`config.mk`:
```
export PLATFORM = sky130hd
export DESIGN_NAME = period_hit_detector
export DESIGN_NICKNAME = d
export VERILOG_FILES = /design/src/rtl/period_hit_pkg.sv /design/src/rtl/first_hit_finder.sv /design/src/rtl/hit_classify.sv /design/src/rtl/period_hit_detector.sv
export SDC_FILE = /design/constraint.sdc
export NUM_CORES = 1
export LEC_CHECK = 0
export BUFFER_PORTS_ARGS = -buffer_cell sky130_fd_sc_hd__buf_2
export CAP_MARGIN = 20
export CORE_ASPECT_RATIO = 1.4
export CORE_UTILIZATION = 29
export CTS_CLUSTER_DIAMETER = 200
export DETAILED_ROUTE_END_ITERATION = 8
export PLACE_DENSITY = 0.72
export SLEW_MARGIN = 25
export SYNTH_ARGS = -nofsm -noshare
export SYNTH_HDL_FRONTEND = slang
export SYNTH_HIERARCHICAL = 1
export SYNTH_SLANG_ARGS = --single-unit
export TNS_END_PERCENT = 1
```
`constraint.sdc`:
```
create_clock -name clk -period 2.3 [get_ports clk]
set_input_delay 0.345 -clock clk [delete_from_list [all_inputs] [get_ports clk]]
set_output_delay 0.345 -clock clk [all_outputs]
set_load 0.01 [all_outputs]
```
`src/rtl/period_hit_pkg.sv`:
```
package period_hit_pkg;

    typedef enum logic {
        ST_EMPTY = 1'b0,
        ST_HELD  = 1'b1
    } hold_state_t;

    typedef struct packed {
        logic valid;
        logic odd;
        logic over;
        logic under;
    } hit_flags_t;

endpackage

```
`src/rtl/first_hit_finder.sv`:
```
module first_hit_finder #(
    parameter int SPAN = 32,
    parameter int IW   = 6
) (
    input  logic [SPAN-1:0] taps,
    output logic [IW-1:0]   first_idx,
    output logic            any_hit,
    output logic            all_hit
);
    logic [SPAN:0]   seen;
    logic [SPAN-1:0] first_mask;

    assign seen[0] = 1'b0;

    // Prefix chain: a tap is "first" when no lower tap has been seen.
    for (genvar g = 0; g < SPAN; g++) begin : g_prefix
        assign seen[g+1]     = seen[g] | taps[g];
        assign first_mask[g] = taps[g] & ~seen[g];
    end

    always_comb begin
        first_idx = '0;
        for (int i = 0; i < SPAN; i++) begin
            if (first_mask[i]) first_idx = first_idx | IW'(i);
        end
    end

    assign any_hit = seen[SPAN];
    assign all_hit = &taps;
endmodule

```
`src/rtl/hit_classify.sv`:
```
module hit_classify
    import period_hit_pkg::*;
#(
    parameter int IW = 6
) (
    input  logic [IW-1:0] first_idx,
    input  logic          any_hit,
    input  logic          all_hit,
    output logic [IW-1:0] idx_out,
    output hit_flags_t    flags
);
    always_comb begin
        flags.over  = ~any_hit;
        flags.under = any_hit & all_hit;
        flags.valid = any_hit & ~all_hit;
        flags.odd   = flags.valid & first_idx[0];
        idx_out     = flags.valid ? first_idx : '0;
    end
endmodule

```
`src/rtl/period_hit_detector.sv`:
```
module period_hit_detector
    import period_hit_pkg::*;
#(
    parameter int N = 64
) (
    input  logic                 clk,
    input  logic                 rst_n,
    input  logic                 clear,
    input  logic                 latch,
    input  logic [N-1:0]         tap_hits,
    output logic [$clog2(N)-1:0] h_index,
    output logic                 h_valid,
    output logic                 h_odd,
    output logic                 overflow,
    output logic                 underflow
);
    localparam int SPAN = N / 2;
    localparam int HW   = $clog2(N);

    hold_state_t state_q, state_d;

    logic [HW-1:0] first_idx, cls_idx;
    logic          any_hit, all_hit;
    hit_flags_t    cls_flags;
    logic          unused_upper;

    assign unused_upper = ^tap_hits[N-1:SPAN];

    first_hit_finder #(.SPAN(SPAN), .IW(HW)) u_find (
        .taps      (tap_hits[SPAN-1:0]),
        .first_idx (first_idx),
        .any_hit   (any_hit),
        .all_hit   (all_hit)
    );

    hit_classify #(.IW(HW)) u_cls (
        .first_idx (first_idx),
        .any_hit   (any_hit),
        .all_hit   (all_hit),
        .idx_out   (cls_idx),
        .flags     (cls_flags)
    );

    // Next-state logic: CAPTURE (EMPTY->HELD), RELEASE (HELD->EMPTY)
    always_comb begin
        state_d = state_q;
        unique case (state_q)
            ST_EMPTY: if (!clear && latch) state_d = ST_HELD;
            ST_HELD:  if (clear)           state_d = ST_EMPTY;
            default:                       state_d = ST_EMPTY;
        endcase
    end

    // State register
    always_ff @(posedge clk or negedge rst_n) begin
        if (!rst_n) state_q <= ST_EMPTY;
        else        state_q <= state_d;
    end

    // Output register
    always_ff @(posedge clk or negedge rst_n) begin
        if (!rst_n) begin
            h_index   <= '0;
            h_valid   <= 1'b0;
            h_odd     <= 1'b0;
            overflow  <= 1'b0;
            underflow <= 1'b0;
        end else if (clear) begin
            h_index   <= '0;
            h_valid   <= 1'b0;
            h_odd     <= 1'b0;
            overflow  <= 1'b0;
            underflow <= 1'b0;
        end else if (state_q == ST_EMPTY && latch) begin
            h_index   <= cls_idx;
            h_valid   <= cls_flags.valid;
            h_odd     <= cls_flags.odd;
            overflow  <= cls_flags.over;
            underflow <= cls_flags.under;
        end
    end
endmodule

```
==> results.cfg, run 1 <==
[cells_and_area]
fin_cells = 223
final_layout_size_suffix_gt1_share_pct = 35.4
final_nets = 250
num_antenna_cells = 0
fin_util_pct = 38.4
syn2layout_area_growth_pct = 25.5
final_cell_area_um2 = 1410

[die]
io_pins = 78
dieWidth_um = 54.6
start_util_pct = 30.6
core-area_um2 = 3680
num_rows = 26
die_height_um = 75.7
die_area_um2 = 4130

[cts]
cts-root-buf = clkbuf_8
cts_resized = 0
clkTransAtPathRegs_ps = 50
cts_buffers = 3
cts_max_level = 1
cts.sinks = 11
cts_tree = built
cts_setup_buffers = 0
cts_buffer_depth = 2
holdBufCountCts = 1
clk_latency_ps = 240

[detailed_routing]
wl_um = 2810
ant_nets = 0
route.detailed.drc = 0
first_pass_iters = 4
vias_per_cell = 5.22
wl_per_cell_um = 12.6
vias = 1163
drtIter0Drc = 7

[place]
dpl_worst_slack_ps = 310
globalplace.congestion = 0.794
dpl-instance-area_um2 = 1360
port_buffers = 45
placed_cells = 218
dp_hpwl_um = 2280

[timing]
grt_setup_unrepaired = false
max_freq_ghz = 0.569
hold_viol_final = 0
post-route-period-util_pct = 76.4
finClkSkew_ps = 1.32
worst_slew_pin_slew_ps = 616
finalSetupViolations = 0
relSlewSlack_pct = 58.7
finalWorstSetupSlack_ps = 543
finalCriticalPeriod_ps = 1760
setup-tns-final_ps = 0
hold_slack_ps = 461
slew_viol_final = 0

[critical_path]
reg2reg_to = h_valid
arrival_ps = 1860
start_kind = input pin
critPathKind = input pin to register
cpPeakStageDelay_ps = 470
worstReg2RegStart = state_q
crit_fanout = 9
crit_chain = buf_2 -> nor4_1 -> and2_1 -> and2b_2 -> nand2_1 -> and3b_1 -> nand4bb_1 -> o21ai_2
crit_required_ps = 2400
r2r_setup_slack_ps = 1020
rr_worst_depth = 2
cp_slowest_cell = nor4_1
crit_path_end_kind = register

[synthesis]
synth_top_area_share_pct = 24.5
syn_nets = 206
yosysTopAreaCell = dfrtp_1
yosysSeqAreaShare_pct = 24.5
avgSynthCellArea_um2 = 8.14
yosys_warnings = 6
synth_seq_cells = 11
netlist_area_um2 = 1120
ys_top_cells_by_area = dfrtp_1, nand4bb_1, o21ai_2
ys_types = 38
netlist_instances = 138

[power]
power_density_nw_per_um2 = 374
ir_drop_mv = 0.348
finalPower_mw = 0.528
power.leakage_nw = 0.615

[hold_path]
hp-start = clear
hold_depth = 2
hold_class = input pin to register
min_to = state_q

[grt]
grt.total_usage_pct = 14.3
grt_pass1_wl_um = 4380
gr-total-overflow = 0
antenna_found_initial = 0
grt_max_degree = 22
grt_pass1_vias = 1034

[run_status]
status = completed

[run]
maxCapViolCount = 0
[layout by cell type, fill, tap and decap left out, types with 2 or more instances in the layout]
| cell | Yosys | routed |
|---|---|---|
| buf_2 | 4 | 45 |
| and3b_1 | 6 | 6 |
| nor4_1 | 5 | 5 |
| o21ai_2 | 10 | 10 |
| inv_1 | 6 | 6 |
| nor3_1 | 2 | 2 |
| nor2_1 | 16 | 16 |
| nand4_1 | 8 | 8 |
| dfrtp_1 | 11 | 11 |
| a21oi_1 | 7 | 7 |
| o21ai_0 | 4 | 4 |
| nor4_2 | 3 | 3 |
| nor2b_1 | 4 | 4 |
| clkbuf_8 | 0 | 3 |
| nand2b_1 | 11 | 11 |
| or4_1 | 2 | 2 |
| nand4bb_1 | 10 | 10 |
| o31ai_1 | 2 | 2 |
| nand3_1 | 2 | 2 |
| nand2_1 | 4 | 4 |
| a311oi_1 | 2 | 2 |
[area by class of cell]
type                    instances  area [µm²]
repair buffers                 46         235
inverters                       6        22.5
clock buffers                   4        45.0
multi-input cells             114         779
well taps                      42        52.6
fillers                       402        2270
flip-flops and latches         11         275
[Yosys cell counts, drive strengths merged]
library cell	count
nand4bb	10
nand3	2
a221oi	1
nor2	16
and2b	1
o31a	1
and3b	6
nand4	8
nor4	8
buf	7
or4	2
nor3b	1
o21bai	1
nand2b	11
nor2b	5
nor3	2
o211ai	1
inv	6
a211oi	1
or3	1
dfrtp	11
a21oi	7
a311oi	2
and2	2
a21boi	1
o21ai	15
o221ai	1
conb	1
a31oi	1
nand2	4
o31ai	2
[report_power, final]
part / leakage [nW] / switching (mW) / total (mW) / internal (mW)
combinational: 0.443 / 0.0740 / 0.132 / 0.0581
clock: 0.0228 / 0.0691 / 0.190 / 0.121
sequential: 0.150 / 0.00513 / 0.205 / 0.200
total: 0.615 / 0.148 / 0.528 / 0.380
[layer usage]
metal	GRT usage (%)	wire length [µm]
met1	14.6	1140
met4	5.13	33
met5	0	0
met3	1.40	93
met2	28.2	1540
[sequential cells by signal, summed over array words and instances (netlist names)]
register / cells
state_q: 1
h_index: 6
overflow: 1
h_odd: 1
underflow: 1
h_valid: 1
[cell families after synthesis]
logic type	count (synthesis)	synth area share, %
AND/OR/NAND/NOR	79	47.4
AO/OA/AOI/OAI	34	21.6
buffers and inverters	13	6.12
flip-flops	11	24.5
other	1	0.334
[worst max path at each step]
stage	endpoint	depth (start not counted)	start	slack, ps
2_1_floorplan	h_index[0]	7	tap_hits[24]	540
3_3_place_gp	h_index[3]	8	tap_hits[16]	290
3_5_place_dp	h_odd	7	tap_hits[24]	310
4_1_cts	h_odd	7	tap_hits[24]	550
5_1_grt	h_odd	8	tap_hits[12]	400
6_report	h_odd	8	tap_hits[12]	540
[worst max-delay path, delay by kind of cell]
kind | cells | cell delay, ps
simple gates | 6 | 1340
compound gates | 1 | 60
buf+inv | 1 | 120
No activity file was read; power rests on OpenSTA's default activity.
==> inputs of run 2 (changes only) <==
Settings changed: ABC_AREA from default to 1, PLACE_DENSITY 0.72 to 0.71.
Clock period 2.3 ns to 1.6 ns, I/O delays scaled along.
==> results.cfg, run 2 <==
[detailed_routing]
wl_per_cell_um = 9.62
topRoutingLayerUsed = met4
met1_length_um = 1370
drtIter0Drc = 77
ant_nets = 0
wl_um = 3400
wl_met2_um = 1830
route.detailed.drc = 0
vias_per_cell = 4.44
first_pass_iters = 4
vias = 1568
wl_met3_um = 131

[synthesis]
yosys_warnings = 6
ys_top_cells_by_area = dfrtp_1, inv_1, nor2_1
synth_seq_cells = 11
yosysSeqAreaShare_pct = 20.3
netlist_instances = 208
syn_nets = 276
avgSynthCellArea_um2 = 6.53
synth_top_area_share_pct = 20.3
synthTopCellsByCount = inv_1, nor2_1, nand2_1, nand4_1, nand3_1
netlist_area_um2 = 1360
yosysTopAreaCell = dfrtp_1
synthMostInstantiatedCell = inv_1
synth_edf_count = 0
synthArstFlopShare_pct = 100
ys.flop_type = dfrtp_1
ys_types = 31

[die]
start_util_pct = 30.2
num_rows = 29
die_height_um = 83.0
core-area_um2 = 4500
dieWidth_um = 59.8
die_area_um2 = 4960
io_pins = 78

[power]
power.leakage_nw = 1.15
power_density_nw_per_um2 = 411
ir_drop_mv = 0.177

[cells_and_area]
final_layout_size_suffix_gt1_share_pct = 41.2
top_register = h_index
syn2layout_area_growth_pct = 49.2
final_nets = 360
largest_reg_flops = 6
layout_common_cells = buf_2, buf_4, inv_1, nand2_1, nor2_1
num_antenna_cells = 0
fin_util_pct = 45.0

[place]
globalplace.congestion = 0.852
dp_hpwl_um = 2930
port_buffers = 45
dpl_worst_slack_ps = -672

[timing]
finalCriticalPeriod_ps = 1950
hold_viol_final = 0
finClkSkew_ps = 0.892
finalWorstSetupSlack_ps = -354
grt_setup_unrepaired = true
slew_viol_final = 0
post-route-period-util_pct = 122
finalSetupViolations = 9
max_freq_ghz = 0.512
setup-tns-final_ps = -2980

[critical_path]
crit_path_end_kind = register
crit_required_ps = 1720
arrival_ps = 2070
crit_fanout = 7
critPathKind = input pin to register
start_kind = input pin

[run_status]
violations = negative setup slack
status = complete, but fails checks

[grt]
grt_max_degree = 21
grt_pass1_vias = 1510
grt.total_usage_pct = 14.3
grt_pass1_wl_um = 5780
antenna_found_initial = 0
gr-total-overflow = 0

[cts]
cts_buffers = 3
cts_setup_buffers = 0
cts_max_level = 1
cts.sinks = 11
cts-root-buf = clkbuf_8
clkTransAtPathRegs_ps = 50
cts_tree = built
clk_latency_ps = 230
cts_buffer_depth = 2

[run]
maxCapViolCount = 0

[hold_path]
hold_class = input pin to register
-- run 2: cell count changes after synthesis, moves of 10 or more --
cell and change:
inv_1 +31, nor2_1 +18, nand2_1 +28, o21ai_2 -10, nand4bb_1 -10, nand3_1 +16, nand4_1 +12, nand2b_1 -11
nand3_2 +10
-- run 2: path summary, 6_finish.rpt --
kind	depth (start not counted)	to	slack, ps	start
max in group asynchronous	2	h_valid	1010	rst_n
worst min register to register	2	h_valid	510	h_valid
min in group asynchronous	2	h_odd	400	rst_n
worst min-delay path	2	state_q	180	clear
worst max-delay path	17	h_index[0]	-350	tap_hits[3]
worst max register to register	4	h_index[2]	500	state_q
-- run 2: layer usage --
metal | vias up | global-route usage, %
met3 | 6 | 0.779
met4 | 0 | 6.13
li1 | 848 | -
met2 | 42 | 26.9
met5 | - | 0
met1 | 672 | 15.6
-- run 2: cells by family after synthesis --
family                 synth area share, %
other                                0.276
and+or+nand+nor                       59.9
buffers and inverters                 15.0
AOI/OAI and AO/OA                     4.52
DFF                                   20.3
-- run 2: report_power, final --
part	internal, mW	switching, mW
registers	0.289	0.00548
logic	0.126	0.148
clock network	0.174	0.0911
-- run 2: layout make-up --
type | count | area (µm²)
Clock buffer | 4 | 45.0
Fill cell | 490 | 2470
Inverter | 39 | 146
Multi-Input combinational cell | 151 | 915
Sequential cell | 11 | 275
Tap cell | 62 | 77.6
Timing Repair Buffer | 86 | 567
-- run 2: per-stage QoR --
stage / cell area, µm² / instances / hold slack [ps] / total power, mW
2_1_floorplan: 1360 / 208 / -55.6 / 0.415
3_3_place_gp: 1900 / 348 / 115 / 0.552
3_5_place_dp: 1900 / 348 / 116 / 0.556
4_1_cts: 2020 / 353 / 179 / 0.843
5_1_grt: 2030 / 353 / 182 / 0.888
6_report: 2030 / 353 / 182 / 0.833
-- run 2: critical path, cell delays in order --
cell      delay, ps
buf_6           100
nor2_4          130
nand2_4          80
nor2_8          120
nand4_4         100
nor2_4          150
nand4_4         100
nor2_4          130
nand4_2          90
nor2_2          130
nand3_2         110
nor2_4          110
nand3b_1        130
nand2_2         140
nor2_1           70
nand4_1          90
nand2_1          50
-- run 2: repair_timing --
action | 4_1_cts | 5_1_grt
hold endpoints to repair | 11 | 0
resized for setup | 12 | 2
endpoints found under the setup margin | 9 | 9
hold buffers | 1 | 0
pin swaps | 2 | 1
